$ cat src/rtl/vlrc_pkg.sv
// Package: width helpers for the variable-length redundancy encoder.
// Assumes: data widths of a few dozen bits; all functions are elaboration-time.
package vlrc_pkg;

    // Number of Hamming check bits r with 2**r >= dw + r + 1.
    function automatic int hamming_chk_w(input int dw);
        int r;
        r = 1;
        while ((1 << r) < dw + r + 1) r++;
        return r;
    endfunction

    // Code select values
    typedef enum logic {
        CODE_PARITY = 1'b0,
        CODE_SECDED = 1'b1
    } code_sel_e;

endpackage

$ cat src/rtl/vlrc_code_gen.sv
// Module: vlrc_code_gen
// Counts the zero bits of a data word and builds either an even parity bit or
// a Hamming code with an overall parity bit. Purely combinational.
// Assumes: thr has enough bits to hold DATA_W.
module vlrc_code_gen #(
    parameter int DATA_W = 32,
    parameter int CHK_W  = 6,
    parameter int ZC_W   = 6,
    parameter int LEN_W  = 3
) (
    input  logic [DATA_W-1:0]  data,
    input  logic [ZC_W-1:0]    thr,
    output logic               sel,
    output logic [CHK_W:0]     bits,
    output logic [LEN_W-1:0]   len
);
    import vlrc_pkg::*;

    localparam int ECC_W = CHK_W + 1;
    localparam int NPOS  = DATA_W + CHK_W;

    logic [ZC_W-1:0]  zeros;
    logic [CHK_W-1:0] chk;

    // Count zero bits of the word
    always_comb begin
        zeros = '0;
        for (int i = 0; i < DATA_W; i++) zeros = zeros + ZC_W'(!data[i]);
    end

    // Hamming checks: XOR of the codeword positions of the set data bits
    always_comb begin
        int k;
        k   = 0;
        chk = '0;
        for (int p = 1; p <= NPOS; p++) begin
            if ((p & (p - 1)) != 0) begin
                if (data[k]) chk = chk ^ CHK_W'(p);
                k++;
            end
        end
    end

    // Choose the code from the zero count
    always_comb begin
        if (zeros >= thr) begin
            sel  = CODE_SECDED;
            bits = {(^data) ^ (^chk), chk};
            len  = LEN_W'(ECC_W);
        end else begin
            sel  = CODE_PARITY;
            bits = {{CHK_W{1'b0}}, ^data};
            len  = LEN_W'(1);
        end
    end

endmodule

$ cat src/rtl/vlrc_packer.sv
// Module: vlrc_packer
// Appends variable-length codes LSB first into a bit buffer and emits one
// SIG_W-bit word per cycle whenever a full word is held. On flush it emits the
// partial tail padded with zeros and pulses done.
// Assumes: at most one code of up to ECC_W bits arrives per cycle; flush_pend
// stays high until done is seen.
module vlrc_packer #(
    parameter int SIG_W = 32,
    parameter int ECC_W = 7,
    parameter int LEN_W = 3
) (
    input  logic               clk,
    input  logic               rst_n,
    input  logic               in_vld,
    input  logic [ECC_W-1:0]   in_bits,
    input  logic [LEN_W-1:0]   in_len,
    input  logic               flush_pend,
    output logic               sig_valid,
    output logic [SIG_W-1:0]   sig_word,
    output logic               done
);
    localparam int BUF_W  = SIG_W + ECC_W;
    localparam int FILL_W = $clog2(BUF_W + 1);

    logic [BUF_W-1:0]  buf_q, buf_d, base_buf, ins;
    logic [FILL_W-1:0] fill_q, fill_d, base_fill;
    logic              full, tail, emit;

    // Next buffer content: drop an emitted word, insert the new code, drain on flush
    always_comb begin
        full      = fill_q >= FILL_W'(SIG_W);
        base_buf  = full ? (buf_q >> SIG_W) : buf_q;
        base_fill = full ? (fill_q - FILL_W'(SIG_W)) : fill_q;
        ins       = in_vld ? (BUF_W'(in_bits) << base_fill) : '0;
        tail      = flush_pend && !in_vld && !full;
        emit      = full || (tail && (fill_q != '0));
        if (tail) begin
            buf_d  = '0;
            fill_d = '0;
        end else begin
            buf_d  = base_buf | ins;
            fill_d = base_fill + (in_vld ? FILL_W'(in_len) : '0);
        end
    end

    // Buffer and fill level
    always_ff @(posedge clk) begin
        if (!rst_n) begin
            buf_q  <= '0;
            fill_q <= '0;
        end else begin
            buf_q  <= buf_d;
            fill_q <= fill_d;
        end
    end

    // Output word, its valid and the flush done pulse
    always_ff @(posedge clk) begin
        if (!rst_n) begin
            sig_valid <= 1'b0;
            sig_word  <= '0;
            done      <= 1'b0;
        end else begin
            sig_valid <= emit;
            done      <= tail;
            if (emit) sig_word <= buf_q[SIG_W-1:0];
        end
    end

endmodule

$ cat src/rtl/vlrc_encoder.sv
// Module: vlrc_encoder (top)
// Per accepted word: selects parity or a Hamming code by zero count, registers
// the code for one cycle, feeds it to the packer and folds the word into the
// column parity. A flush drains the packer and closes the batch.
// Assumes: cfg writes and data words arrive in separate cycles if the new
// threshold must apply to that word.
module vlrc_encoder #(
    parameter int DATA_W  = 32,
    parameter int SIG_W   = 32,
    parameter int THR_DEF = 16,
    // derived widths, not meant to be overridden
    parameter int ZC_W    = $clog2(DATA_W + 1),
    parameter int ECC_W   = vlrc_pkg::hamming_chk_w(DATA_W) + 1,
    parameter int LEN_W   = $clog2(ECC_W + 1)
) (
    input  logic              clk,
    input  logic              rst_n,
    input  logic              cfg_thr_we,
    input  logic [ZC_W-1:0]   cfg_thr_val,
    input  logic              in_valid,
    output logic              in_ready,
    input  logic [DATA_W-1:0] in_data,
    input  logic              flush_req,
    output logic              code_valid,
    output logic              code_sel,
    output logic [LEN_W-1:0]  code_len,
    output logic [ECC_W-1:0]  code_bits,
    output logic              sig_valid,
    output logic [SIG_W-1:0]  sig_word,
    output logic [DATA_W-1:0] col_parity,
    output logic              flush_done
);
    localparam int CHK_W = ECC_W - 1;

    logic [ZC_W-1:0]  thr_q;
    logic             flushing_q;
    logic             accept;
    logic             gen_sel;
    logic [ECC_W-1:0] gen_bits;
    logic [LEN_W-1:0] gen_len;

    assign in_ready = !flushing_q;
    assign accept   = in_valid && in_ready;

    vlrc_code_gen #(
        .DATA_W (DATA_W),
        .CHK_W  (CHK_W),
        .ZC_W   (ZC_W),
        .LEN_W  (LEN_W)
    ) gen_i (
        .data (in_data),
        .thr  (thr_q),
        .sel  (gen_sel),
        .bits (gen_bits),
        .len  (gen_len)
    );

    // Programmable zero threshold
    always_ff @(posedge clk) begin
        if (!rst_n)          thr_q <= ZC_W'(THR_DEF);
        else if (cfg_thr_we) thr_q <= cfg_thr_val;
    end

    // One-cycle code stage
    always_ff @(posedge clk) begin
        if (!rst_n) begin
            code_valid <= 1'b0;
            code_sel   <= 1'b0;
            code_len   <= '0;
            code_bits  <= '0;
        end else begin
            code_valid <= accept;
            if (accept) begin
                code_sel  <= gen_sel;
                code_len  <= gen_len;
                code_bits <= gen_bits;
            end
        end
    end

    // Column parity of the batch, cleared after the done cycle
    always_ff @(posedge clk) begin
        if (!rst_n)          col_parity <= '0;
        else if (flush_done) col_parity <= '0;
        else if (accept)     col_parity <= col_parity ^ in_data;
    end

    // Flush state: set by request, cleared after done
    always_ff @(posedge clk) begin
        if (!rst_n)          flushing_q <= 1'b0;
        else if (flush_done) flushing_q <= 1'b0;
        else if (flush_req)  flushing_q <= 1'b1;
    end

    vlrc_packer #(
        .SIG_W (SIG_W),
        .ECC_W (ECC_W),
        .LEN_W (LEN_W)
    ) pack_i (
        .clk        (clk),
        .rst_n      (rst_n),
        .in_vld     (code_valid),
        .in_bits    (code_bits),
        .in_len     (code_len),
        .flush_pend (flushing_q && !flush_done),
        .sig_valid  (sig_valid),
        .sig_word   (sig_word),
        .done       (flush_done)
    );

endmodule

$ cat config.mk
export PLATFORM = sky130hd
export DESIGN_NAME = vlrc_encoder
export DESIGN_NICKNAME = d
export VERILOG_FILES = /design/src/rtl/vlrc_pkg.sv /design/src/rtl/vlrc_code_gen.sv /design/src/rtl/vlrc_packer.sv /design/src/rtl/vlrc_encoder.sv
export SDC_FILE = /design/constraint.sdc
export NUM_CORES = 1
export LEC_CHECK = 0
export BUFFER_PORTS_ARGS = -buffer_cell sky130_fd_sc_hd__buf_2
export CAP_MARGIN = 20
export CORE_MARGIN = 10
export CORE_UTILIZATION = 61
export DETAILED_ROUTE_END_ITERATION = 16
export MAX_ROUTING_LAYER = met4
export PLACE_DENSITY = 0.9
export SETUP_SLACK_MARGIN = 0.4
export SYNTH_ARGS = -nofsm -noshare
export SYNTH_HDL_FRONTEND = slang
export SYNTH_SLANG_ARGS = --single-unit
$ cat constraint.sdc
create_clock -name clk -period 16.5 [get_ports clk]
set_input_delay 2.475 -clock clk [delete_from_list [all_inputs] [get_ports clk]]
set_output_delay 2.475 -clock clk [all_outputs]
set_load 0.05 [all_outputs]
### Word level (Yosys, flattened, before mapping)

Cells that the tools add are included.

| storage, ports and cells | value |
|---|---|
| register bits after elaboration | 130 |
| bits in latches | 0 |
| memory bits (writable) | 0 |
| ROM bits | 0 |
| input bits | 43 |
| output and inout port bits | 79 |
| logic and storage cells | 169 |
| memories | 0 |

| cells by class | value |
|---|---|
| $add $sub $neg | 33 |
| multiply operators | 0 |
| div/mod/pow operators | 0 |
| magnitude comparators | 2 |
| eq/ne operators | 0 |
| shifts and indexed selects | 1 |
| muxes and demuxes | 39 |
| bitwise gates (word level) | 35 |
| reductions and logical operators | 47 |

Operator list:

| operator | number |
|---|---|
| $add 6x1->6 | 30 |
| $mux 39 | 2 |
| $mux 5 | 15 |
| $mux 6 | 7 |
| $not 3->3 | 13 |
| $or 39x39->39 | 1 |
| $shl 7x6->39 | 1 |
| $logic_not 1->1 | 36 |
| $reduce_xor 32->1 | 1 |
| $xor 32x32->32 | 1 |
| $mux 4 | 7 |
| $not 2->2 | 11 |
| $not 4->4 | 5 |
| $mux 3 | 5 |
| $mux 7 | 1 |
| $add 6x6->6 | 1 |
| $ge 6x6->1 | 1 |
| $ge 6x6->1 const B | 1 |
| $reduce_bool 6->1 | 1 |
| $reduce_xor 6->1 | 1 |
| $sub 6x6->6 const B | 1 |
| $logic_and 1x1->1 | 5 |
| $not 5->5 | 1 |
| $reduce_or 2->1 | 2 |
| 7 further kinds | 7 |

### Longest topological paths before layout

Gate-level depths: netlist of the first run.

| depth | value |
|---|---|
| depth after elaboration | 66 |
| mapped depth | 21 |
| gate-level depth less buffers | 21 |

### Hierarchy

Synthesis of the first run repeated with hierarchy kept, for this count alone.

| unflattened totals | value |
|---|---|
| cells, all modules | 763 |
| area, all modules | 7,224.4 µm² |

Modules (own cells, without submodules):

| module | instances | cells an instance | area an instance (µm²) | seq. area each (µm²) |
|---|---|---|---|---|
| vlrc_packer | 1 | 370 | 3,505.9 | 1,581.5 |
| vlrc_encoder | 1 | 215 | 2,040.7 | 1,021.0 |
| vlrc_code_gen | 1 | 178 | 1,677.9 | 0.0 |

### Worst setup path before layout of the first run

OpenSTA, ideal clock, no wires.

| path | value |
|---|---|
| path type | in2reg |
| start point | in in_data[1] |
| end point | reg code_bits[0] |
| library setup time | 132 ps |
| arrival time | 7,832 ps |
| data required time | 16,368 ps |
| path slack | 8,536 ps |
| stages on the path | 20 |
| buffers on the path | 0 |
| cells stage by stage | inv_1 -> ha_1 -> fa_1 -> fa_1 -> fa_1 -> fa_1 -> fa_1 -> fa_1 -> fa_1 -> inv_1 -> fa_1 -> inv_1 -> a21o_1 -> a21oi_1 -> xnor2_1 -> ha_1 -> nand2_1 -> o21ai_1 -> mux2i_1 -> a21oi_1 |

| between the ends | value |
|---|---|
| longest elaborated chain between the ends | 48 |
| elaborated cells between the ends (all ways) | 82 |
| those cells by class | 31 x add/sub; 1 x order compare; 32 x mux; 16 x bitwise; 2 x reduce/logical |

RTL lines:

| what | RTL line | source |
|---|---|---|
| start, declared | vlrc_encoder.sv:22 | `input logic [DATA_W-1:0] in_data,` |
| parallel branches: the longest is 47 deep, another holds $add 6x1->6 | - |  |
| $mux 7 * | vlrc_code_gen.sv:46 | `if (zeros >= thr) begin` |
| end signal, assigned | vlrc_encoder.sv:76 | `code_bits <= gen_bits;` |
| end, declared | vlrc_encoder.sv:27 | `output logic [ECC_W-1:0] code_bits,` |

Mark *: on every way between the ends.
A chain may end at the register's enable or synchronous reset.

### Worst setup path after layout of the first run

| path | value |
|---|---|
| start point | in in_data[0] |
| end point | reg code_bits[0] |

| between the ends | value |
|---|---|
| longest elaborated chain between the ends | 50 |
| elaborated cells between the ends (all ways) | 84 |
| those cells by class | 31 x add/sub; 1 x order compare; 33 x mux; 17 x bitwise; 2 x reduce/logical |

RTL lines:

| what | RTL line |
|---|---|
| parallel branches: the longest is 49 deep, another holds $add 6x1->6 | - |
| $mux 7 * | vlrc_code_gen.sv:46 |

Marks and branches as above.

==> qor.txt, run 1 <==
=====================================================================================
Highest metal layer used by the detailed router                                  met4
Sum of routed wire segments on met1                                      7060 microns
Netlist Area Pre-Place                                                     6780 sq um
Number of vias in the routed layout                                             5,583
Highest net fanout along the worst path                                             8
Cell total after placement                                                        982
Leakage power figure                                                       0.00366 uW
Violation count after the first detailed-route iteration                          518
Post-CTS sizing                                                                     0
Crit path buffers/inverters                                                         4
Clock tree from TritonCTS                                                        done
Sequence of cells on the critical path                                   buf_2 -> inv_1 -> ha_1 -> fa_1 -> fa_1 -> fa_1 -> fa_1 -> fa_1 -> inv_1 -> fa_1 -> inv_1 -> ha_1 -> a21o_1 -> a21oi_1 -> nor2b_1 -> o21a_1 -> ha_1 -> nand2_1 -> o21ai_1 -> mux2i_1 -> a21oi_1
Clock-pin slew of the registers on the worst-case setup and hold paths        0.06 ns
WP data required                                                             16.90 ns
Horizontal die dimension                                                  125 microns
Amount of wire on met3 after detailed routing                            1490 microns
Die Y-Extent                                                              125 microns
Run status                                                               finished clean
Total overflow reported by the global router                                        0
Transition time of the tightest slew-check pin                                1.06 ns
First-pass GRT wire length                                               28,600 microns
Synth top area share                                                            37.8%
Post-CTS Hold Fix Bufs                                                              0
Arrival time reported for the critical path endpoint                          8.46 ns
Worst flop-to-flop path endpoint                                         pack_i.sig_word[11]
Number of gates on the worst path with buffers counted                             21
Diodes inserted                                                                     0
Total iterations of the first detailed-routing run                                  6
Max Clock Freq                                                                124 MHz
DRC violation count after routing                                                   0
Flip-flop and latch count after synthesis                                         128
MaxCap Viol Count                                                                   0
Floorplan row count                                                                38
Hold violation total from the final report                                          0
Cell accounting for the most synthesized area                            sky130_fd_sc_hd__dfxtp_1
FF-to-FF Start                                                           pack_i.fill_q[5]
# setup viols final                                                                 0
Sum of negative setup slack                                                      0 ns
Maximum count of clock buffers along a single path                                  2
Setup Buffers After CTS                                                             0
Weighted congestion at the end of routability-driven global placement           0.944
Synthesized netlist cell count                                                    758
Slew headroom                                                                   29.5%
Logic depth of the worst register-to-register path                                  5
DPL Wire Length                                                          12,700 microns
Power density cells                                                       169 nW/um^2
Clock latency of the later-clocked register in the worst-skew pair            0.53 ns
Share of synthesized registers carrying an async set or reset                      0%
Net count after synthesis                                                         843
Area enclosed by the die boundary                                        15,700 sq um
Average wire per standard cell                                           17.3 microns
Via-to-Cell Ratio                                                                5.50
Avg Synthesized Cell Area                                                  8.94 sq um
Shortest period the worst path allows                                         8.07 ns
Gate family responsible for the most delay along the worst path           adder cells
Primary flip-flop cell chosen by synthesis mapping                       sky130_fd_sc_hd__dfxtp_1
Final Slew Violations                                                               0
Cts bufs inserted                                                                  17
Number of antenna violations at the first check in global routing                   0
Core utilization of the finished layout                                         74.8%
Startpoint of the most critical setup path                                 in_data[0]
Via count of the first global-routing pass                                      5,602
Cell at the root of the clock tree                                       sky130_fd_sc_hd__clkbuf_8
Synth-to-Final Area Change                                                      19.7%
Core area                                                                10,800 sq um
Biggest area contributors in the synthesized netlist                     sky130_fd_sc_hd__dfxtp_1, sky130_fd_sc_hd__fa_1, sky130_fd_sc_hd__nand2_1, sky130_fd_sc_hd__xor2_1, sky130_fd_sc_hd__xnor2_1
Number of enable flip-flop cells after synthesis                                    0
Largest net degree at the start of global routing                                  53
Starting density of the core                                                    62.5%
Count of input and output buffers                                                 121
R2R Setup Slk                                                                14.04 ns
WL final                                                                 17,500 microns
Seq/Total Area, Yosys                                                           37.8%
Total length of routed met2 wires                                        8570 microns
Max incr delay on CP                                                          0.59 ns
Post-layout net count                                                             947
Combined global-route utilization of all metal layers                           22.7%
CP dominant cell by count                                                sky130_fd_sc_hd__fa_1
Layout cell share with drive strength beyond 1                                  19.7%
VDD IR-drop max                                                            0.000267 V
Sinks on the clock net                                                            128
Unrepaired setup endpoints after global routing                                    no
Post-DRT Antenna Nets                                                               0
H-Tree Depth                                                                        4
Crit path capture                                                        code_bits[0]
Type of element launching the critical path                                 input pin
Number of cells in the finished layout apart from fillers                       1,015
Distinct cell type count of the synthesized netlist                                43
Min-delay worst type                                                          reg2reg
Count of pins on the block boundary                                               122
Warning count from the yosys run                                                    0
Fillers                                                                           702
Slowest library cell on the worst path                                   sky130_fd_sc_hd__fa_1
Final worst clock skew                                                     0.00961 ns
Crit share post-route                                                           48.9%
Element type at the critical path end                                            flop
Startpoint-to-endpoint class of the critical path                              in2reg
=====================================================================================
==> layout by cell type, fill, tap and decap left out, types with 7 or more instances in the layout <==
| master | netlist | routed |
|---|---|---|
| sky130_fd_sc_hd__dfxtp_1 | 128 | 128 |
| sky130_fd_sc_hd__inv_1 | 64 | 64 |
| sky130_fd_sc_hd__nor2_1 | 77 | 77 |
| sky130_fd_sc_hd__nor2b_1 | 13 | 12 |
| sky130_fd_sc_hd__nand2_1 | 127 | 127 |
| sky130_fd_sc_hd__a22oi_1 | 26 | 26 |
| sky130_fd_sc_hd__xor2_1 | 41 | 41 |
| sky130_fd_sc_hd__o21ai_0 | 12 | 12 |
| sky130_fd_sc_hd__clkbuf_16 | 0 | 16 |
| sky130_fd_sc_hd__and2_1 | 7 | 7 |
| sky130_fd_sc_hd__a21oi_1 | 19 | 19 |
| sky130_fd_sc_hd__xnor2_1 | 39 | 39 |
| sky130_fd_sc_hd__fa_1 | 25 | 25 |
| sky130_fd_sc_hd__a21boi_1 | 26 | 26 |
| sky130_fd_sc_hd__xnor3_1 | 8 | 8 |
| sky130_fd_sc_hd__ha_1 | 17 | 17 |
| sky130_fd_sc_hd__mux2i_1 | 18 | 18 |
| sky130_fd_sc_hd__a21boi_0 | 10 | 10 |
| sky130_fd_sc_hd__buf_2 | 1 | 121 |
==> logic make-up after synthesis <==
kind of cell | Yosys count | synth area share [%]
DFF | 128 | 37.8
adders and majority gates | 42 | 10.5
xor gates and xnor gates | 95 | 14.9
buffers and inverters | 105 | 5.95
and+or+nand+nor | 249 | 15.4
AOI/OAI and AO/OA | 115 | 11.6
muxes | 24 | 3.82
==> through the flow <==
step	setup slack (ns)	hold WS [ns]	cell area [sq um]	total power, uW
2_1_floorplan	8.54	0.434	6780	827
3_3_place_gp	8.17	0.434	7420	917
3_5_place_dp	8.02	0.440	7460	955
4_1_cts	8.48	0.449	8090	1370
5_1_grt	8.18	0.467	8110	1470
6_report	8.43	0.444	8110	1370
==> synth_stat cells, types with 8 or more instances <==
library cell               number
sky130_fd_sc_hd__nor2_1        77
sky130_fd_sc_hd__fa_1          25
sky130_fd_sc_hd__a21boi_0      10
sky130_fd_sc_hd__o21ai_0       12
sky130_fd_sc_hd__xnor3_1        8
sky130_fd_sc_hd__clkbuf_1      34
sky130_fd_sc_hd__a21oi_1       19
sky130_fd_sc_hd__mux2i_1       18
sky130_fd_sc_hd__xor2_1        41
sky130_fd_sc_hd__a22oi_1       26
sky130_fd_sc_hd__nand2_1      127
sky130_fd_sc_hd__dfxtp_1      128
sky130_fd_sc_hd__xnor2_1       39
sky130_fd_sc_hd__ha_1          17
sky130_fd_sc_hd__a21boi_1      26
sky130_fd_sc_hd__inv_1         64
sky130_fd_sc_hd__nor2b_1       13
==> report_power, final <==
part	total [uW]	switching [uW]	internal [uW]
clock	396	148	248
sequential	346	20.0	326
combinational	628	363	264
==> worst min path at each step <==
stage	from	endpoint	slack, ns	depth (start not counted)
after floorplan	pack_i.buf_q[0]	pack_i.sig_word[0]	0.43	2
after global placement	pack_i.sig_word[16]	pack_i.sig_word[16]	0.43	2
after detailed placement	pack_i.sig_word[6]	pack_i.sig_word[6]	0.44	2
after CTS	pack_i.sig_word[6]	pack_i.sig_word[6]	0.45	2
after global routing	pack_i.sig_word[22]	pack_i.sig_word[22]	0.47	2
final	pack_i.sig_word[6]	pack_i.sig_word[6]	0.44	2
==> tightest hold or removal path: cells and delay by family, from the launching register on <==
kind / cells / cell delay, ns
and+or+nand+nor: 1 / 0.05
DFF: 1 / 0.30
AOI/OAI and AO/OA: 1 / 0.05
==> flip-flops by register name, summed over array words and instances, names as in the netlist <==
| register | flops |
|---|---|
| pack_i.fill_q | 6 |
| code_len | 2 |
| code_valid | 1 |
| pack_i.buf_q | 39 |
| flushing_q | 1 |
| col_parity | 32 |
| thr_q | 6 |
| code_bits | 7 |
| pack_i.done | 1 |
| pack_i.sig_valid | 1 |
| pack_i.sig_word | 32 |
==> per-layer routing <==
layer  GRT usage [%]  up-vias
met5               -        -
met4            8.67        0
met3            6.68       37
met2            36.8      247
met1            26.0     2650
li1                -     2649
==> final cells by class <==
cell class / instances / area [sq um] / area share (%)
Sequential cell: 128 / 2560 / 31.6
Tap cell: 140 / 175 / 2.16
Clock buffer: 18 / 418 / 5.15
Inverter: 64 / 240 / 2.96
Clock inverter: 14 / 205 / 2.53
Multi-Input combinational cell: 525 / 3820 / 47.1
Timing Repair Buffer: 126 / 691 / 8.51
No activity file was read; power rests on OpenSTA's default activity.
==> run 2: changes to the inputs <==
ABC_AREA = 1   (was not set)
CORE_UTILIZATION = 57   (was 61)
PLACE_DENSITY = 0.84   (was 0.9)
clock period = 7.8 ns   (was 16.5 ns; I/O delays follow)
==> qor.txt, run 2 <==
=====================================================================================
Run status                                                               finished clean
Post-route design area                                                     8790 sq um
Switch Pwr                                                                    1200 uW
H-Tree Depth                                                                        4
FF-to-FF Start                                                           pack_i.fill_q[3]
Startpoint of the most critical setup path                                 in_data[1]
Share of synthesized registers carrying an async set or reset                      0%
Count of input and output buffers                                                 121
Top cells by count, synth                                                sky130_fd_sc_hd__nand2_1, sky130_fd_sc_hd__nor2_1, sky130_fd_sc_hd__dfxtp_1
R2R Setup Slk                                                                 4.65 ns
Number of vias in the routed layout                                             7,453
Maximum count of clock buffers along a single path                                  2
Area enclosed by the die boundary                                        18,200 sq um
Horizontal die dimension                                                  135 microns
Share of power burned in registers                                              25.8%
Unrepaired setup endpoints after global routing                                    no
Power density cells                                                       326 nW/um^2
Internal power contribution                                                   1660 uW
Met2 demand-to-capacity share in global routing                                 37.6%
Cell accounting for the most synthesized area                            sky130_fd_sc_hd__dfxtp_1
Cts bufs inserted                                                                  17
Clock-pin slew of the registers on the worst-case setup and hold paths        0.06 ns
Average wire per standard cell                                           14.9 microns
Setup Buffers After CTS                                                             0
WP data required                                                              8.09 ns
Synth top area share                                                            34.1%
Layout cell share with drive strength beyond 1                                  17.4%
Met3 usage                                                                      5.68%
Clock tree from TritonCTS                                                        done
Register ranked first by flip-flop count                                 pack_i.buf_q
Sinks on the clock net                                                            128
Final Slew Violations                                                               0
Portion of total power attributed to combinational logic                        45.9%
Via count of the first global-routing pass                                      7,137
Number of enable flip-flop cells after synthesis                                    0
Crit path capture                                                        code_bits[2]
# setup viols final                                                                 0
Floorplan row count                                                                41
Layer carrying the most global-route usage                                       met2
Primary flip-flop cell chosen by synthesis mapping                       sky130_fd_sc_hd__dfxtp_1
Core utilization of the finished layout                                         68.8%
Violation count after the first detailed-route iteration                          705
Avg Synthesized Cell Area                                                  6.67 sq um
Logic depth of the worst register-to-register path                                  8
Transition time of the tightest slew-check pin                                1.04 ns
Synthesized netlist cell count                                                  1,127
Share of power burned in the clock network                                      28.2%
Weighted congestion at the end of routability-driven global placement           0.945
Clock latency of the later-clocked register in the worst-skew pair            0.43 ns
Fillers                                                                         1,077
Max Clock Freq                                                                147 MHz
Number of antenna violations at the first check in global routing                   2
Highest net fanout along the worst path                                             6
Via-to-Cell Ratio                                                                5.28
Synth-to-Final Area Change                                                      16.9%
Worst flop-to-flop path endpoint                                         pack_i.sig_word[27]
Min-delay worst type                                                          reg2reg
Startpoint-to-endpoint class of the critical path                              in2reg
Library cell with the highest instance count after synthesis             sky130_fd_sc_hd__nand2_1
Arrival time reported for the critical path endpoint                          7.10 ns
GR met1 Demand/Resource                                                         30.4%
Most common cell after layout, fill and taps aside                       sky130_fd_sc_hd__nand2_1
Warning count from the yosys run                                                    0
Core area                                                                12,800 sq um
Crit share post-route                                                           87.3%
Final worst clock skew                                                     0.00860 ns
Total overflow reported by the global router                                        0
Post-CTS sizing                                                                     0
Netlist Area Pre-Place                                                     7520 sq um
Element type at the critical path end                                            flop
Post-DRT Antenna Nets                                                               0
Type of element launching the critical path                                 input pin
Number of flip-flops under the largest register name                               39
WL final                                                                 21,100 microns
Net count after synthesis                                                       1,212
Cell at the root of the clock tree                                       sky130_fd_sc_hd__clkbuf_16
VDD IR-drop max                                                            0.000281 V
Seq/Total Area, Yosys                                                           34.1%
Switching Fraction                                                              41.9%
Sum of negative setup slack                                                      0 ns
Slew headroom                                                                   30.5%
Shortest period the worst path allows                                         6.81 ns
Total iterations of the first detailed-routing run                                  7
Flip-flop and latch count after synthesis                                         128
MaxCap Viol Count                                                                   0
Post-layout net count                                                           1,310
Die Y-Extent                                                              135 microns
Combined global-route utilization of all metal layers                           24.3%
Largest regs                                                             pack_i.buf_q x39, col_parity x32, pack_i.sig_word x32
Leakage power figure                                                       0.00440 uW
Hold violation total from the final report                                          0
Distinct cell type count of the synthesized netlist                                37
Commonest cells after routing, fill and taps aside                       sky130_fd_sc_hd__nand2_1, sky130_fd_sc_hd__nor2_1, sky130_fd_sc_hd__dfxtp_1, sky130_fd_sc_hd__inv_1, sky130_fd_sc_hd__buf_2
DPL Wire Length                                                          15,800 microns
Post-CTS Hold Fix Bufs                                                              0
Largest net degree at the start of global routing                                  44
First-pass GRT wire length                                               34,800 microns
Standard cell area after detailed placement                                8190 sq um
Biggest area contributors in the synthesized netlist                     sky130_fd_sc_hd__dfxtp_1, sky130_fd_sc_hd__nand2_1, sky130_fd_sc_hd__nor2_1, sky130_fd_sc_hd__fa_1, sky130_fd_sc_hd__inv_1
DRC violation count after routing                                                   0
Count of pins on the block boundary                                               122
Starting density of the core                                                    58.9%
=====================================================================================
[run 2: worst min-delay path by stage]
stage,start,to,slack [ns],cells after the start
6_report,pack_i.buf_q[31],pack_i.buf_q[31],0.47,2
5_1_grt,pack_i.buf_q[36],pack_i.buf_q[36],0.48,2
4_1_cts,pack_i.buf_q[26],pack_i.buf_q[26],0.47,2
3_5_place_dp,pack_i.buf_q[38],pack_i.buf_q[38],0.44,2
3_3_place_gp,pack_i.buf_q[38],pack_i.buf_q[38],0.43,2
2_1_floorplan,pack_i.buf_q[38],pack_i.buf_q[38],0.42,2
[run 2: cell type report]
class / instances / area (sq um) / share of cell area (%)
timing repair buffer: 126 / 643 / 7.31
sequential: 128 / 2560 / 29.1
clock buffer: 17 / 425 / 4.84
multi-input combinational: 808 / 4220 / 48.0
clock inverter: 15 / 175 / 1.99
inverter: 144 / 543 / 6.18
tap: 172 / 215 / 2.45
antenna: 2 / 5.00 / 0.0569
[run 2: logic make-up (layout without fill, tap and decap cells)]
family	Yosys count	after routing	share of synthesized area, %
and+or+nand+nor	584	584	32.2
buffers and inverters	191	302	9.77
AOI/OAI and AO/OA	156	156	11.0
DFF	128	128	34.1
adders and majority gates	42	42	9.48
xor gates and xnor gates	23	23	3.03
muxes	3	3	0.399
other	0	2	0
[run 2: power by group through the flow]
stage | clock (uW) | sequential (uW) | combinational (uW)
floorplan | 0 | 877 | 887
finish | 809 | 740 | 1310
global route | 845 | 746 | 1500
CTS | 817 | 739 | 1310
global placement | 0 | 753 | 1240
detailed placement | 0 | 753 | 1280
[run 2: metrics by stage]
step / hold WS [ns] / total power (uW) / setup slack [ns] / std cells
3_5_place_dp: 0.437 / 2040 / 0.578 / 1378
4_1_cts: 0.466 / 2870 / 0.981 / 1410
2_1_floorplan: 0.425 / 1760 / 1.04 / 1127
6_report: 0.466 / 2860 / 0.993 / 1412
5_1_grt: 0.482 / 3090 / 0.622 / 1412
3_3_place_gp: 0.432 / 1990 / 0.695 / 1378
[run 2: metal layers]
layer / up-vias / wire length (microns) / part of all wire (%)
met3: 39 / 1460 / 6.9
met5: - / 0 / 0
met2: 251 / 9820 / 47
li1: 3727 / - / -
met1: 3436 / 9420 / 45
met4: 0 / 387 / 1.8
[run 2: worst max-delay path, stage by stage]
cell                       delay, ns
sky130_fd_sc_hd__buf_2          0.12
sky130_fd_sc_hd__inv_1          0.08
sky130_fd_sc_hd__ha_1           0.38
sky130_fd_sc_hd__fa_1           0.56
sky130_fd_sc_hd__fa_1           0.44
sky130_fd_sc_hd__fa_1           0.54
sky130_fd_sc_hd__fa_1           0.44
sky130_fd_sc_hd__fa_1           0.54
sky130_fd_sc_hd__fa_1           0.44
sky130_fd_sc_hd__fa_1           0.42
sky130_fd_sc_hd__inv_1          0.08
sky130_fd_sc_hd__fa_1           0.41
sky130_fd_sc_hd__inv_1          0.08
sky130_fd_sc_hd__ha_1           0.24
sky130_fd_sc_hd__a21boi_0       0.12
sky130_fd_sc_hd__o21ai_0        0.14
sky130_fd_sc_hd__a21boi_0       0.11
sky130_fd_sc_hd__o21a_1         0.17
sky130_fd_sc_hd__o21ai_0        0.14
sky130_fd_sc_hd__nand2_1        0.09
sky130_fd_sc_hd__nand2_1        0.09
sky130_fd_sc_hd__inv_1          0.12
sky130_fd_sc_hd__nand3_1        0.09
sky130_fd_sc_hd__a21oi_1        0.06
